<file path="src/rtl/br_pkg.sv">
package br_pkg;
  typedef enum logic [1:0] {
    PH_IDLE  = 2'd0,
    PH_FILL  = 2'd1,
    PH_DRAIN = 2'd2
  } phase_t;
endpackage

</file>
<file path="src/rtl/br_shift_buf.sv">
module br_shift_buf #(
  parameter int DW    = 64,
  parameter int DEPTH = 4,
  localparam int AW   = $clog2(DEPTH),
  localparam int EW   = DW + 1
) (
  input  logic          clk,
  input  logic          rst_n,
  input  logic          shift_i,
  input  logic [DW-1:0] din_i,
  input  logic          dflag_i,
  input  logic [AW-1:0] rd_idx_i,
  output logic [DW-1:0] dout_o,
  output logic          dflag_o
);
  logic [EW-1:0] ent   [DEPTH];
  logic [EW-1:0] ent_n [DEPTH];

  for (genvar i = 0; i < DEPTH; i++) begin : g_ent
    if (i == 0) begin : g_head
      assign ent_n[i] = {dflag_i, din_i};
    end else begin : g_body
      assign ent_n[i] = ent[i-1];
    end

    always_ff @(posedge clk or negedge rst_n) begin
      if (!rst_n) begin
        ent[i] <= '0;
      end else if (shift_i) begin
        ent[i] <= ent_n[i];
      end
    end
  end

  assign {dflag_o, dout_o} = ent[rd_idx_i];
endmodule

</file>
<file path="src/rtl/br_seq.sv">
module br_seq
  import br_pkg::*;
#(
  parameter int DEPTH = 4,
  parameter int LENW  = 2,
  localparam int AW   = $clog2(DEPTH),
  localparam int CW   = $clog2(DEPTH + 1)
) (
  input  logic            clk,
  input  logic            rst_n,
  input  logic            start_i,
  input  logic [LENW-1:0] len_i,
  input  logic            pre_i,
  input  logic            ld_i,
  input  logic            board_dis_i,
  input  logic            bus_gnt_i,
  output logic            shift_o,
  output logic            bus_req_o,
  output logic [AW-1:0]   rd_idx_o,
  output logic            step_o,
  output logic            launch_o,
  output logic            done_o
);
  phase_t         phase_q, phase_n;
  logic [CW-1:0]  words_q, words_n;
  logic [CW-1:0]  cnt_q, cnt_n;
  logic [CW-1:0]  sel_q, sel_n;
  logic           req_q, req_n;
  logic           granted_q, granted_n;

  logic           fill, drain, pre_hit, gnt_take, gnt_pend, all_in, more;
  logic [CW-1:0]  idx_full;

  function automatic logic [CW-1:0] words_of(input logic [LENW-1:0] code);
    if (int'(code) >= AW) return CW'(DEPTH);
    return CW'(1) << code;
  endfunction

  assign fill     = (phase_q == PH_FILL);
  assign drain    = (phase_q == PH_DRAIN);
  assign all_in   = (cnt_q == words_q);
  assign shift_o  = fill && ld_i && !all_in;
  assign pre_hit  = fill && pre_i && (cnt_q == words_q - CW'(1));
  assign bus_req_o = (pre_hit || req_q) && !granted_q && !board_dis_i;
  assign gnt_take = bus_gnt_i && bus_req_o;
  assign gnt_pend = granted_q || gnt_take;
  assign launch_o = fill && all_in && (gnt_pend || board_dis_i);
  assign more     = drain && (sel_q < words_q);
  assign done_o   = drain && (sel_q == words_q);
  assign step_o   = launch_o || more;
  assign idx_full = words_q - CW'(1) - (launch_o ? CW'(0) : sel_q);
  assign rd_idx_o = idx_full[AW-1:0];

  always_comb begin
    phase_n   = phase_q;
    words_n   = words_q;
    cnt_n     = cnt_q;
    sel_n     = sel_q;
    req_n     = req_q;
    granted_n = granted_q;
    case (phase_q)
      PH_IDLE: begin
        if (start_i) begin
          phase_n   = PH_FILL;
          words_n   = words_of(len_i);
          cnt_n     = '0;
          sel_n     = '0;
          req_n     = 1'b0;
          granted_n = 1'b0;
        end
      end
      PH_FILL: begin
        if (shift_o)  cnt_n = cnt_q + CW'(1);
        if (pre_hit)  req_n = 1'b1;
        if (gnt_take) begin
          granted_n = 1'b1;
          req_n     = 1'b0;
        end
        if (launch_o) begin
          phase_n   = PH_DRAIN;
          sel_n     = CW'(1);
          req_n     = 1'b0;
          granted_n = 1'b0;
        end
      end
      PH_DRAIN: begin
        if (more)   sel_n   = sel_q + CW'(1);
        if (done_o) phase_n = PH_IDLE;
      end
      default: phase_n = PH_IDLE;
    endcase
  end

  always_ff @(posedge clk or negedge rst_n) begin
    if (!rst_n) begin
      phase_q   <= PH_IDLE;
      words_q   <= '0;
      cnt_q     <= '0;
      sel_q     <= '0;
      req_q     <= 1'b0;
      granted_q <= 1'b0;
    end else begin
      phase_q   <= phase_n;
      words_q   <= words_n;
      cnt_q     <= cnt_n;
      sel_q     <= sel_n;
      req_q     <= req_n;
      granted_q <= granted_n;
    end
  end

  AST_REQ_IN_FILL: assert property (@(posedge clk) disable iff (!rst_n)
    bus_req_o |-> fill) else $error("request outside fill");
  AST_REQ_OFF_DIS: assert property (@(posedge clk) disable iff (!rst_n)
    board_dis_i |-> !bus_req_o) else $error("request under disable");
  AST_CNT_BOUND: assert property (@(posedge clk) disable iff (!rst_n)
    fill |-> cnt_q <= words_q) else $error("buffer overfilled");
  AST_SHIFT_FILL: assert property (@(posedge clk) disable iff (!rst_n)
    shift_o |=> (cnt_q == $past(cnt_q) + CW'(1))) else $error("shift not counted");
  AST_SEL_BOUND: assert property (@(posedge clk) disable iff (!rst_n)
    drain |-> (sel_q >= CW'(1) && sel_q <= words_q)) else $error("select out of range");
endmodule

</file>
<file path="src/rtl/br_drive.sv">
module br_drive #(
  parameter int DW = 64
) (
  input  logic          clk,
  input  logic          rst_n,
  input  logic          step_i,
  input  logic [DW-1:0] word_i,
  input  logic          flag_i,
  input  logic          set_i,
  input  logic          done_i,
  input  logic          board_dis_i,
  output logic          bus_oe_o,
  output logic [DW-1:0] bus_data_o,
  output logic          bus_uerr_o
);
  logic [DW-1:0] out_q, out_n;
  logic          flag_q, flag_n;
  logic          en_q, en_n;

  always_comb begin
    out_n  = out_q;
    flag_n = flag_q;
    if (step_i) begin
      out_n  = word_i;
      flag_n = flag_i;
    end
  end

  always_comb begin
    if (board_dis_i)  en_n = 1'b0;
    else if (set_i)   en_n = 1'b1;
    else if (done_i)  en_n = 1'b0;
    else              en_n = en_q;
  end

  always_ff @(posedge clk or negedge rst_n) begin
    if (!rst_n) begin
      out_q  <= '0;
      flag_q <= 1'b0;
      en_q   <= 1'b0;
    end else begin
      out_q  <= out_n;
      flag_q <= flag_n;
      en_q   <= en_n;
    end
  end

  assign bus_oe_o   = en_q;
  assign bus_data_o = out_q;
  assign bus_uerr_o = flag_q;

  AST_DIS_NO_DRIVE: assert property (@(posedge clk) disable iff (!rst_n)
    $past(board_dis_i) |-> !bus_oe_o) else $error("drive under disable");
  AST_DONE_DROPS: assert property (@(posedge clk) disable iff (!rst_n)
    $past(done_i) |-> !bus_oe_o) else $error("drive past last word");
  AST_OE_WITH_WORD: assert property (@(posedge clk) disable iff (!rst_n)
    $rose(bus_oe_o) |-> $past(step_i)) else $error("enable without fresh word");
endmodule

</file>
<file path="src/rtl/burst_return.sv">
module burst_return #(
  parameter int DW    = 64,
  parameter int DEPTH = 4,
  localparam int AW   = $clog2(DEPTH)
) (
  input  logic          clk,
  input  logic          rst_n,
  input  logic          start_i,
  input  logic [1:0]    len_i,
  input  logic          pre_i,
  input  logic          ld_i,
  input  logic [DW-1:0] ld_data_i,
  input  logic          ld_uerr_i,
  input  logic          board_dis_i,
  input  logic          bus_gnt_i,
  output logic          bus_req_o,
  output logic          bus_oe_o,
  output logic [DW-1:0] bus_data_o,
  output logic          bus_uerr_o
);
  logic [1:0]    rst_sync_q;
  logic          rst_s;
  logic          shift, step, launch, done, rd_flag;
  logic [AW-1:0] rd_idx;
  logic [DW-1:0] rd_word;

  always_ff @(posedge clk or negedge rst_n) begin
    if (!rst_n) rst_sync_q <= 2'b00;
    else        rst_sync_q <= {rst_sync_q[0], 1'b1};
  end
  assign rst_s = rst_sync_q[1];

  br_seq #(.DEPTH(DEPTH), .LENW(2)) u_seq (
    .clk        (clk),
    .rst_n      (rst_s),
    .start_i    (start_i),
    .len_i      (len_i),
    .pre_i      (pre_i),
    .ld_i       (ld_i),
    .board_dis_i(board_dis_i),
    .bus_gnt_i  (bus_gnt_i),
    .shift_o    (shift),
    .bus_req_o  (bus_req_o),
    .rd_idx_o   (rd_idx),
    .step_o     (step),
    .launch_o   (launch),
    .done_o     (done)
  );

  br_shift_buf #(.DW(DW), .DEPTH(DEPTH)) u_buf (
    .clk     (clk),
    .rst_n   (rst_s),
    .shift_i (shift),
    .din_i   (ld_data_i),
    .dflag_i (ld_uerr_i),
    .rd_idx_i(rd_idx),
    .dout_o  (rd_word),
    .dflag_o (rd_flag)
  );

  br_drive #(.DW(DW)) u_drv (
    .clk        (clk),
    .rst_n      (rst_s),
    .step_i     (step),
    .word_i     (rd_word),
    .flag_i     (rd_flag),
    .set_i      (launch),
    .done_i     (done),
    .board_dis_i(board_dis_i),
    .bus_oe_o   (bus_oe_o),
    .bus_data_o (bus_data_o),
    .bus_uerr_o (bus_uerr_o)
  );
endmodule

</file>
<file path="config.mk">
export PLATFORM = sky130hd
export DESIGN_NAME = burst_return
export DESIGN_NICKNAME = d
export VERILOG_FILES = /design/src/rtl/br_pkg.sv /design/src/rtl/br_shift_buf.sv /design/src/rtl/br_seq.sv /design/src/rtl/br_drive.sv /design/src/rtl/burst_return.sv
export SDC_FILE = /design/constraint.sdc
export NUM_CORES = 1
export LEC_CHECK = 0
export ABC_AREA = 1
export BUFFER_PORTS_ARGS = -buffer_cell sky130_fd_sc_hd__buf_2
export CAP_MARGIN = 20
export CORE_UTILIZATION = 45
export CTS_CLUSTER_SIZE = 10
export DETAILED_ROUTE_END_ITERATION = 12
export PLACE_DENSITY = 0.72
export SETUP_SLACK_MARGIN = 0.3
export SLEW_MARGIN = 25
export SYNTH_ARGS = -nofsm -noshare
export SYNTH_HDL_FRONTEND = slang
export SYNTH_SLANG_ARGS = --single-unit
</file>
<file path="constraint.sdc">
create_clock -name clk -period 14.63 [get_ports clk]
set_clock_uncertainty 0.05 [all_clocks]
set_input_delay 1.463 -clock clk [delete_from_list [all_inputs] [get_ports clk]]
set_output_delay 1.463 -clock clk [all_outputs]
set_load 0.02 [all_outputs]
</file>
==> summary.md, run 1 <==
- buf_2 > nand2_1 > inv_2 > nand3_2 > nor2_2 > nand2_1 > nand2_2 > nand3_2 > nand2_2 > a21oi_1 > ha_4 > xor2_1 > inv_1 > nand3_4 > buf_4 > nand2_8 > nand2_1 > nand3_1 > nand2_1 — crit path cell chain
- 0 — DR DRC count
- nand2_1 — commonest non-fill, non-tap cell in the layout
- 15600 um^2 — total standard cell area after synthesis
- 188 um — x dimension of the die
- 0 — number of max-cap violations
- built — TritonCTS clock tree
- 341 — number of sinks driven by the clock tree
- 16300 um^2 — total placed instance area
- 0 ns — Setup TNS
- 0 — yosys warns
- 0 — Final setup viols
- 19700 um — placed wire-length estimate
- false — setup repair after global routing missed its margin
- 67 — number of placement rows
- 4.30 ns — Period minus WS final
- 0.52 ns — clock latency of the later-clocked register in the worst-skew pair
- clkbuf_16 — clock root buffer master
- 17400 um^2 — final std cell area, no fill
- 20 — R2R cell count
- 2 — number of antenna violations at the first check in global routing
- flop — category of the worst setup path capture point
- 40 — TritonCTS Buffers
- 54.9% — portion of the post-synthesis area used by sequential elements
- 1.00 ns — measured slew at the worst slew-check pin
- nand2_1 — CP most frequent cell
- 0.05 ns — Reg clk slew, reported paths
- 341 — Seq cells post-synth
- 0 — number of antenna-violating nets in the routed design
- 261 nW/um^2 — Pwr Density
- 3 — Max clock buf depth
- 46.0% — Initial Utilization
- 0 — final global-route overflow total
- 8.72 nW — Pleak
- 0 — CTS-repair resized insts
- 0.71 ns — Critical Path Max Stage Delay
- 0 — post-cts hold buffer count
- completed — status
- 0.000182 V — maximum vdd ir drop
- dfrtp_1 — cell type contributing the most total cell area after synthesis
- 33800 um^2 — Core Region
- 140 — IO buf count
- 16.5% — share of post-route cells with drive strength above 1
- 8.58 um^2 — synthesized area divided by synthesized cell count
- 429 x nand2_1, 340 x dfrtp_1, 269 x o21ai_0, 149 x inv_1, 140 x buf_2 — commonest cells after routing, fill and taps aside
- 188 um — die span in y
- 66 — highest fanout seen on the critical path
- 282 — largest net degree at the start of global routing
- 1973 — Total Nets Final
- u_drv.bus_data_o[1]$_DFFE_PN0P_ — R2R Path End
- primary input to flop — critical path start-end classification
- 30 — post-synthesis cell type count
- 10.38 ns — setup slack, reg-to-reg
- 4.70 ns — data arrival time of the critical path
- 5.08 — Avg Vias per Cell
- 33.1% — worst-case headroom to the max-slew limit
- 2289 — placed insts
- 4.56 mW — PnR Total Power
- 11236 — vias in the first global route
- 0 — number of hold violations in the final report
- 33500 um — sum of routed wire length over all layers
- 2341 — final std cells w/o fill
- 14.3 um — wire length per cell
- 2 — H-Tree Depth
- 1813 — cell count after synthesis
- 19.4% — aggregate global-route resource usage
- 0 — max-slew violation count
- 3083 — fill cell count
- 54.9% — area share of the largest cell type after synthesis
- 29.4% — fraction of the cycle the final worst path needs
- 0 — # diodes
- buf_4 — slowest stage cell, crit path
- pre_i — CP startpoint
- 972 — DRT iter0 DRCs
- primary input — kind of start point of the critical path
- 141 — I/O pin total
- 15.03 ns — required time worst endpoint
- 11900 — total via count after detailed routing
- u_seq.words_q[0]$_DFFE_PN0P_ — r2r startpoint
- 12.1% — area overhead of the layout relative to synthesis
- dfrtp_1 55%, nand2_1 10%, o21ai_0 8.7% — largest cells by area after synthesis
- u_drv.bus_data_o[1]$_DFFE_PN0P_ — end point of the critical path
- 1899 — net count after synthesis
- flop to asynchronous set/reset pin — Worst Hold Class
- 56400 um — global-route wire length before repair
- 35300 um^2 — die outline area
- 0.233 GHz — maximum clock rate
- 0.766 — final RePlAce weighted congestion
- 5 — DRT Pass-1 Iters
- 0 — post-CTS setup repair buffer count
through the flow:
step           hold WS (ns)  util, %  worst slack (ns)
2_1_floorplan         0.281        -              4.37
3_3_place_gp          0.288     48.1              9.58
3_5_place_dp          0.288     48.1              9.83
4_1_cts               0.301     51.3             10.37
5_1_grt               0.233     51.6             10.10
6_report              0.201     51.6             10.33
final cells by class:
cell class / instances / area (um^2) / share of cell area [%]
sequential: 341 / 8540 / 49.0
multi-input combinational: 1198 / 5790 / 33.2
inverter: 152 / 571 / 3.27
tap: 448 / 561 / 3.21
timing repair buffer: 154 / 907 / 5.20
clock buffer: 45 / 1040 / 5.97
clock inverter: 3 / 26.3 / 0.151
report_power, final:
group,leakage [nW],internal [mW],total (mW),switching [mW]
combinational,4.21,0.666,2.07,1.41
clock,0.523,0.498,0.854,0.356
sequential,3.98,1.40,1.63,0.226
total,8.72,2.57,4.56,1.99
registers in the layout (all words and copies together), names as in the netlist:
register and cells:
u_drv.bus_oe_o 1, u_seq.req_q 1, u_seq.granted_q 1, u_seq.phase_q 2
u_drv.bus_data_o 64, u_seq.sel_q 3, u_seq.words_q 3, u_seq.cnt_q 3
u_buf.ent 260, u_drv.bus_uerr_o 1, rst_sync_q 2
logic make-up (layout without fill, tap and decap cells):
| logic type | count (synthesis) | count (layout) | synth area share, % |
|---|---|---|---|
| flip-flops | 341 | 341 | 54.9 |
| XOR/XNOR | 4 | 4 | 0.225 |
| AND/OR/NAND/NOR | 768 | 768 | 22.3 |
| other | 1 | 1 | 0.0241 |
| AO/OA/AOI/OAI | 413 | 413 | 13.4 |
| buffers and inverters | 274 | 354 | 8.21 |
| adder cells (fa/ha/maj) | 12 | 12 | 0.965 |
worst max-delay path, delay by kind of cell:
kind / cells / cell delay (ns)
and+or+nand+nor: 12 / 1.51
adders and majority gates: 1 / 0.17
AOI/OAI and AO/OA: 1 / 0.24
xor gates and xnor gates: 1 / 0.27
buffers and inverters: 4 / 0.96
worst min path at each step:
stage                       startpoint  slack (ns)                            to  depth (start not counted)
5_1_grt        rst_sync_q[1]$_DFF_PN0_        0.23  u_seq.phase_q[0]$_DFFE_PN0P_                          0
3_3_place_gp   rst_sync_q[0]$_DFF_PN0_        0.29       rst_sync_q[1]$_DFF_PN0_                          0
3_5_place_dp   rst_sync_q[0]$_DFF_PN0_        0.29       rst_sync_q[1]$_DFF_PN0_                          0
4_1_cts        rst_sync_q[0]$_DFF_PN0_        0.30       rst_sync_q[1]$_DFF_PN0_                          0
6_report       rst_sync_q[1]$_DFF_PN0_        0.20  u_seq.phase_q[0]$_DFFE_PN0P_                          0
2_1_floorplan  rst_sync_q[0]$_DFF_PN0_        0.28       rst_sync_q[1]$_DFF_PN0_                          0
layer usage:
metal / up-vias / wire, um / global-route usage, %
li1: 5922 / - / -
met1: 5653 / 15900 / 27.5
met2: 257 / 15100 / 30.0
met3: 64 / 1450 / 3.33
met4: 4 / 1010 / 6.85
met5: - / 21 / 0
synth_stat cells:
cell type  number
o21a_1          1
a22oi_1         1
a21oi_1       137
a21boi_0        1
nand4_1         1
dfrtp_1       341
xnor2_1         2
ha_1           12
nand2_2        53
nor2_1        139
nand3_1        90
nand2_1       430
o21ai_0       269
buf_1          10
nand3_2        50
nor2_2          1
or2_2           1
xor2_1          2
inv_1         150
buf_2          28
inv_2           2
buf_4           7
nand2_4         3
buf_6          12
clkbuf_1       59
buf_12          6
a2bb2oi_1       1
a211oi_1        2
conb_1          1
o22ai_1         1
Note: power is estimated with default switching activity, not from simulation.
==> run 2: changes to the inputs <==
- ABC_AREA: 1 -> 0
- clock period: 14.63 -> 4 ns (I/O delays scaled with it)
==> run 2 against run 1 <==
Compared with the run above: clock power increased to 4.0 times the previous value; first-iteration DRC count decreased by 41%; sequential share of layout area fell by 7.0 points; non-clock buffer count grew 58; critical endpoint is now u_drv.bus_data_o[6]$_DFFE_PN0P_; largest cell class unchanged; largest power group unchanged; highest routed layer unchanged.
==> summary.md, run 2 <==
- 987 nW/um^2 — Pwr Density
- 135 — largest net degree at the start of global routing
- 8540 um^2 — FF+latch area
- 198 um — x dimension of the die
- 17300 um^2 — total standard cell area after synthesis
- 0 — number of antenna-violating nets in the routed design
- 38.7% — worst-case headroom to the max-slew limit
- 13 — R2R cell count
- u_drv.bus_data_o[6]$_DFFE_PN0P_ — R2R Path End
- 20.1 mW — PnR Total Power
- 3.32% — post-synthesis share of cell area spent on and, or, nand and nor gates
- 0 — number of max-cap violations
- 0.46 ns — Critical Path Max Stage Delay
- 0.528% — post-synthesis share of cell area spent on xor and xnor gates
- true — setup repair after global routing missed its margin
- 0.418 ns — worst-case setup margin in the final layout
- 8320 um^2 — total area of multi-input combinational cells
- flop — category of the worst setup path capture point
- 140 — IO buf count
- 44.4% — share of post-route cells with drive strength above 1
- 39200 um^2 — die outline area
- 89.5% — fraction of the cycle the final worst path needs
- 0 — # diodes
- 30.5% — multiplexer area fraction after synthesis
- 8.52 nW — Pleak
- 0 — yosys warns
- inv_1 > ha_4 > xor3_1 > or4_4 > a21oi_4 > nor2_1 > ha_4 > buf_12 > mux2_2 > nand2_1 > o21ai_0 > a221oi_1 > a31oi_1 — crit path cell chain
- 25200 um — placed wire-length estimate
- completed — status
- flop to flop — critical path start-end classification
- 0.05 ns — Reg clk slew, reported paths
- 11815 — total via count after detailed routing
- 20 — highest fanout seen on the critical path
- 5.93 — Avg Vias per Cell
- 20.5 um — wire length per cell
- 100% — Async SR Flop Fraction
- 40800 um — sum of routed wire length over all layers
- dfrtp_1 49%, mux2_2 19%, mux4_2 9.9% — largest cells by area after synthesis
- 0 ns — Setup TNS
- u_seq.words_q[1]$_DFFE_PN0P_ — r2r startpoint
- 0.000618 V — maximum vdd ir drop
- 341 x dfrtp_1, 291 x mux2_2, 92 x o21ai_0 — most common library cells after synthesis
- 3.95 ns — data arrival time of the critical path
- 1325 — cell count after synthesis
- 141 — I/O pin total
- 339 x dfrtp_1, 291 x mux2_2, 140 x buf_2, 92 x o21ai_0, 76 x mux4_2 — commonest cells after routing, fill and taps aside
- dfrtp_1 — commonest non-fill, non-tap cell in the layout
- 0.279 GHz — maximum clock rate
- 0.776 — final RePlAce weighted congestion
- 0 — Final setup viols
- 0 — final global-route overflow total
- 3126 — fill cell count
- 37800 um^2 — Core Region
- dfrtp_1 — dominant synthesized flop cell
- 21.5% — aggregate global-route resource usage
- 260 — max reg flops
- u_buf.ent — register containing the most flip-flops in the final layout
- 12339 — vias in the first global route
- 71 — number of placement rows
- 41 — TritonCTS Buffers
- 341 — Seq cells post-synth
- 0.56 ns — clock latency of the later-clocked register in the worst-skew pair
- 49.3% — area share of the largest cell type after synthesis
- 341 — number of sinks driven by the clock tree
- 18800 um^2 — total placed instance area
- 1555 — Total Nets Final
- or4_4 — slowest stage cell, crit path
- 0.292 ns — Setup Slack @ Placement
- 572 — DRT iter0 DRCs
- 1411 — net count after synthesis
- dfrtp_1 — cell type contributing the most total cell area after synthesis
- 0 — number of enable flip-flop cells after synthesis
- ha_4 — CP most frequent cell
- multiplexers — main combinational cell family by area after synthesis
- u_buf.ent[206]$_DFFE_PN0P_ — end of the worst hold path
- 3.58 ns — Period minus WS final
- 0.42 ns — setup slack, reg-to-reg
- dfrtp_1 — most frequently used cell type in the post-synthesis netlist
- 49.3% — portion of the post-synthesis area used by sequential elements
- 11.6% — area fraction in compound gates after synthesis
- 2 — number of antenna violations at the first check in global routing
- 7 — DRT Pass-1 Iters
- primary input to flop — Worst Hold Class
- 45.8% — Initial Utilization
- 0 — max-slew violation count
- 2 — count of cells along the worst hold path
- 20300 um^2 — final std cell area, no fill
- 0 — number of hold violations in the final report
- 66100 um — global-route wire length before repair
- 0.868% — Post-Synth Adder-Cell Area
- flop — kind of start point of the critical path
- 0.918 ns — measured slew at the worst slew-check pin
- 56 — post-synthesis cell type count
- 0 — DR DRC count
- 3 — Max clock buf depth
- 13.1 um^2 — synthesized area divided by synthesized cell count
- 198 um — die span in y
- clkbuf_16 — clock root buffer master
- 17.5% — area overhead of the layout relative to synthesis
- 4.37 ns — required time worst endpoint
- ld_data_i[11] — worst hold start
- 2 — H-Tree Depth
- built — TritonCTS clock tree
## run 2: cell types whose count changed after synthesis, sizes merged, moves of 76 or more
cell,delta
nand2,-417
mux2,+291
o21ai,-157
nand3,-134
nor2,-132
a21oi,-128
inv,-116
mux4,+76
## run 2: cell families after synthesis
family	after synthesis
fa+ha+maj	12
other cells	1
xor+xnor	7
flops	341
buf+inv	147
simple gates	126
compound gates	295
mux	396
## run 2: where the power goes
group / switching [mW] / total [mW] / internal [mW]
sequential: 1.32 / 6.52 / 5.20
clock: 1.37 / 3.38 / 2.00
combinational: 4.76 / 10.2 / 5.41
## run 2: how the worst max path moves through the flow
stage / cells after the start / to / startpoint / slack, ns
6_report: 13 / u_drv.bus_data_o[6]$_DFFE_PN0P_ / u_seq.words_q[1]$_DFFE_PN0P_ / 0.42
5_1_grt: 13 / u_drv.bus_uerr_o$_DFFE_PN0P_ / u_seq.words_q[1]$_DFFE_PN0P_ / 0.27
4_1_cts: 12 / u_drv.bus_data_o[45]$_DFFE_PN0P_ / u_seq.words_q[0]$_DFFE_PN0P_ / 0.33
3_5_place_dp: 13 / u_drv.bus_data_o[45]$_DFFE_PN0P_ / u_seq.words_q[0]$_DFFE_PN0P_ / 0.29
3_3_place_gp: 12 / u_drv.bus_data_o[15]$_DFFE_PN0P_ / u_seq.words_q[0]$_DFFE_PN0P_ / 0.38
2_1_floorplan: 15 / u_drv.bus_data_o[15]$_DFFE_PN0P_ / u_seq.words_q[0]$_DFFE_PN0P_ / -0.02
## run 2: area by class of cell
cell class                 count  share of cell area (%)
sequential                   341                    42.0
multi-input combinational    837                    40.9
timing repair buffer         212                    7.51
clock buffer                  54                    5.54
tap                          511                    3.14
inverter                      36                   0.665
clock inverter                 2                   0.228
## run 2: critical path, delay by kind of cell (launching register included)
kind	cells	cell delay, ns
AOI/OAI and AO/OA	4	0.74
and+or+nand+nor	3	0.61
adders and majority gates	2	0.51
DFF	1	0.41
xor gates and xnor gates	1	0.40
muxes	1	0.38
buffers and inverters	2	0.35
## run 2: metrics by stage
| step | std cells | util (%) | hold slack [ns] |
|---|---|---|---|
| floorplan | 1325 | - | 0.0544 |
| global placement | 1911 | 49.9 | 0.136 |
| detailed placement | 1911 | 49.9 | 0.139 |
| CTS | 1990 | 53.7 | 0.000241 |
| global route | 1993 | 53.8 | 0.00942 |
| finish | 1993 | 53.8 | 0.0258 |
## run 2: timing repair
| item | CTS | global route |
|---|---|---|
| hold buffers | 20 | 0 |
| endpoints found under the hold margin | 21 | 0 |
| pin swaps | 1 | 4 |
| gates cloned | 1 | 0 |
| buffers inserted | 2 | 3 |
| gates resized for setup | 0 | 12 |
| setup endpoints to repair | 5 | 42 |
## run 2: layer usage
layer	up-vias	part of all wire [%]	global-route usage (%)
met5	-	0.051	0
met4	4	3.1	9.50
met3	94	6.2	5.13
met2	345	49	35.8
met1	6065	41	26.5
li1	5307	-	-
==> run 3: changes to the inputs <==
- CORE_MARGIN: not set -> 3
- CTS_BUF_LIST: not set -> sky130_fd_sc_hd__clkbuf_8
==> run 3 against run 2 <==
Compared with the run above: register-to-register slack about the same; sequential power about the same; sequential cell count unchanged; final area increased by 2.6%.
==> summary.md, run 3 (synthesis gave the netlist of run 2 again) <==
- 0.792 — final RePlAce weighted congestion
- 2 — number of antenna violations at the first check in global routing
- 788 — DRT iter0 DRCs
- 5.84 — Avg Vias per Cell
- 5 — DRT Pass-1 Iters
- 40800 um^2 — die outline area
- 20.2% — aggregate global-route resource usage
- 3 — Max clock buf depth
- 57 — TritonCTS Buffers
- 0 — number of hold violations in the final report
- 0.63 ns — clock latency of the later-clocked register in the worst-skew pair
- 71 — number of placement rows
- 3.57 ns — Period minus WS final
- 20.2 um — wire length per cell
- 955 nW/um^2 — Pwr Density
- 14 — R2R cell count
- false — setup repair after global routing missed its margin
- 55.3% — final core area utilization
- u_buf.ent — register containing the most flip-flops in the final layout
- 202 um — x dimension of the die
- flop — category of the worst setup path capture point
- 141 — I/O pin total
- 20.6% — area overhead of the layout relative to synthesis
- 89.3% — fraction of the cycle the final worst path needs
- 8330 um^2 — total area of multi-input combinational cells
- 2 — H-Tree Depth
- 3126 — fill cell count
- 15 — highest fanout seen on the critical path
- 260 — max reg flops
- 0 — number of max-cap violations
- 37800 um^2 — Core Region
- 8540 um^2 — FF+latch area
- 42200 um — sum of routed wire length over all layers
- 0.000432 V — maximum vdd ir drop
- 202 um — die span in y
- 3 — count of cells along the worst hold path
- 1625 — Total Nets Final
- 24900 um — placed wire-length estimate
- flop to flop — critical path start-end classification
- 43.5% — share of post-route cells with drive strength above 1
- dfrtp_1 — commonest non-fill, non-tap cell in the layout
- 8.86 nW — Pleak
- 3.99 ns — data arrival time of the critical path
- 341 — number of sinks driven by the clock tree
- 66900 um — global-route wire length before repair
- 140 — IO buf count
- primary input to flop — Worst Hold Class
- 0 — DR DRC count
- 4.42 ns — required time worst endpoint
- 0 — Final setup viols
- completed — status
- 12175 — total via count after detailed routing
- 0 — final global-route overflow total
- 0 — max-slew violation count
- 0.867 ns — measured slew at the worst slew-check pin
- 0.06 ns — Reg clk slew, reported paths
- 0 — number of antenna-violating nets in the routed design
- 0.280 GHz — maximum clock rate
- 339 x dfrtp_1, 291 x mux2_2, 140 x buf_2, 92 x o21ai_0, 76 x mux4_2 — commonest cells after routing, fill and taps aside
- 103 — largest net degree at the start of global routing
- 45.8% — Initial Utilization
- flop — kind of start point of the critical path
- 12596 — vias in the first global route
- 19.9 mW — PnR Total Power
- built — TritonCTS clock tree
- clkbuf_8 — clock root buffer master
- 42.1% — worst-case headroom to the max-slew limit
[run 3: cell count changes in the layout (fill, tap and decap cells not counted), sizes merged]
cell	change
bufbuf	-1
clkinv	+3
inv	+24
diode	+1
clkbuf	+14
clkinvlp	+1
dlygate4sd3	+51
[run 3: final timing paths]
kind                                              startpoint                               end  slack, ns
worst max-delay path            u_seq.words_q[0]$_DFFE_PN0P_  u_drv.bus_data_o[24]$_DFFE_PN0P_       0.43
worst min-delay path                               bus_gnt_i           u_seq.req_q$_DFFE_PN0P_       0.08
worst max register to register  u_seq.words_q[0]$_DFFE_PN0P_  u_drv.bus_data_o[24]$_DFFE_PN0P_       0.43
worst min register to register       rst_sync_q[1]$_DFF_PN0_        u_buf.ent[134]$_DFFE_PN0P_       0.28
max in group asynchronous            rst_sync_q[1]$_DFF_PN0_        u_buf.ent[251]$_DFFE_PN0P_       2.52
min in group asynchronous            rst_sync_q[1]$_DFF_PN0_        u_buf.ent[134]$_DFFE_PN0P_       0.28
[run 3: per-stage QoR]
step	hold slack, ns	instances	setup WS (ns)	cell area [um^2]	setup TNS, ns
floorplan	0.0544	1325	-0.0212	17600	-0.209
global placement	0.138	1902	0.372	18800	0
detailed placement	0.138	1902	0.271	18800	0
CTS	0.0127	2068	0.273	20600	0
global route	0.0452	2086	0.274	20900	0
finish	0.0793	2086	0.430	20900	0
[run 3: metal layers]
layer	vias up	wire, um	GRT usage [%]
met1	6224	17500	26.2
met2	389	20800	33.6
met5	-	13	0
met3	90	2690	4.19
met4	2	1200	7.92
li1	5470	-	-
[run 3: critical path, cell delays in order (launching register included)]
cell and delay (ns):
dfrtp_2 0.44, inv_2 0.09, ha_4 0.12, xor3_1 0.42, or4_4 0.46, a21oi_4 0.17
nor2_1 0.08, ha_4 0.30, buf_12 0.13, buf_4 0.13, buf_16 0.17, buf_4 0.16
mux4_2 0.49, o22ai_1 0.11, a2bb2oi_1 0.09
[run 3: layout make-up]
cell class	count	share of cell area [%]
clock buffers	64	4.22
well taps	511	3.06
multi-input cells	837	39.9
flip-flops and latches	341	40.9
repair buffers	266	10.5
clock inverters	30	0.702
inverters	36	0.648
diodes	1	0.0120
[run 3: power breakdown]
| part | leakage [nW] | total [mW] | switching (mW) | internal (mW) |
|---|---|---|---|---|
| combinational | 4.13 | 10.5 | 4.88 | 5.65 |
| sequential | 4.11 | 6.53 | 1.33 | 5.20 |
| clock | 0.619 | 2.88 | 1.38 | 1.50 |
| total | 8.86 | 19.9 | 7.59 | 12.3 |
[run 3: what timing repair did]
| action | CTS | global route |
|---|---|---|
| setup endpoints to repair | 7 | 47 |
| endpoints found under the hold margin | 71 | 0 |
| hold buffers | 71 | 0 |
| cloned | 1 | 4 |
| gates resized for setup | 2 | 18 |
| buffers inserted | 0 | 13 |
| pin swaps | 0 | 6 |
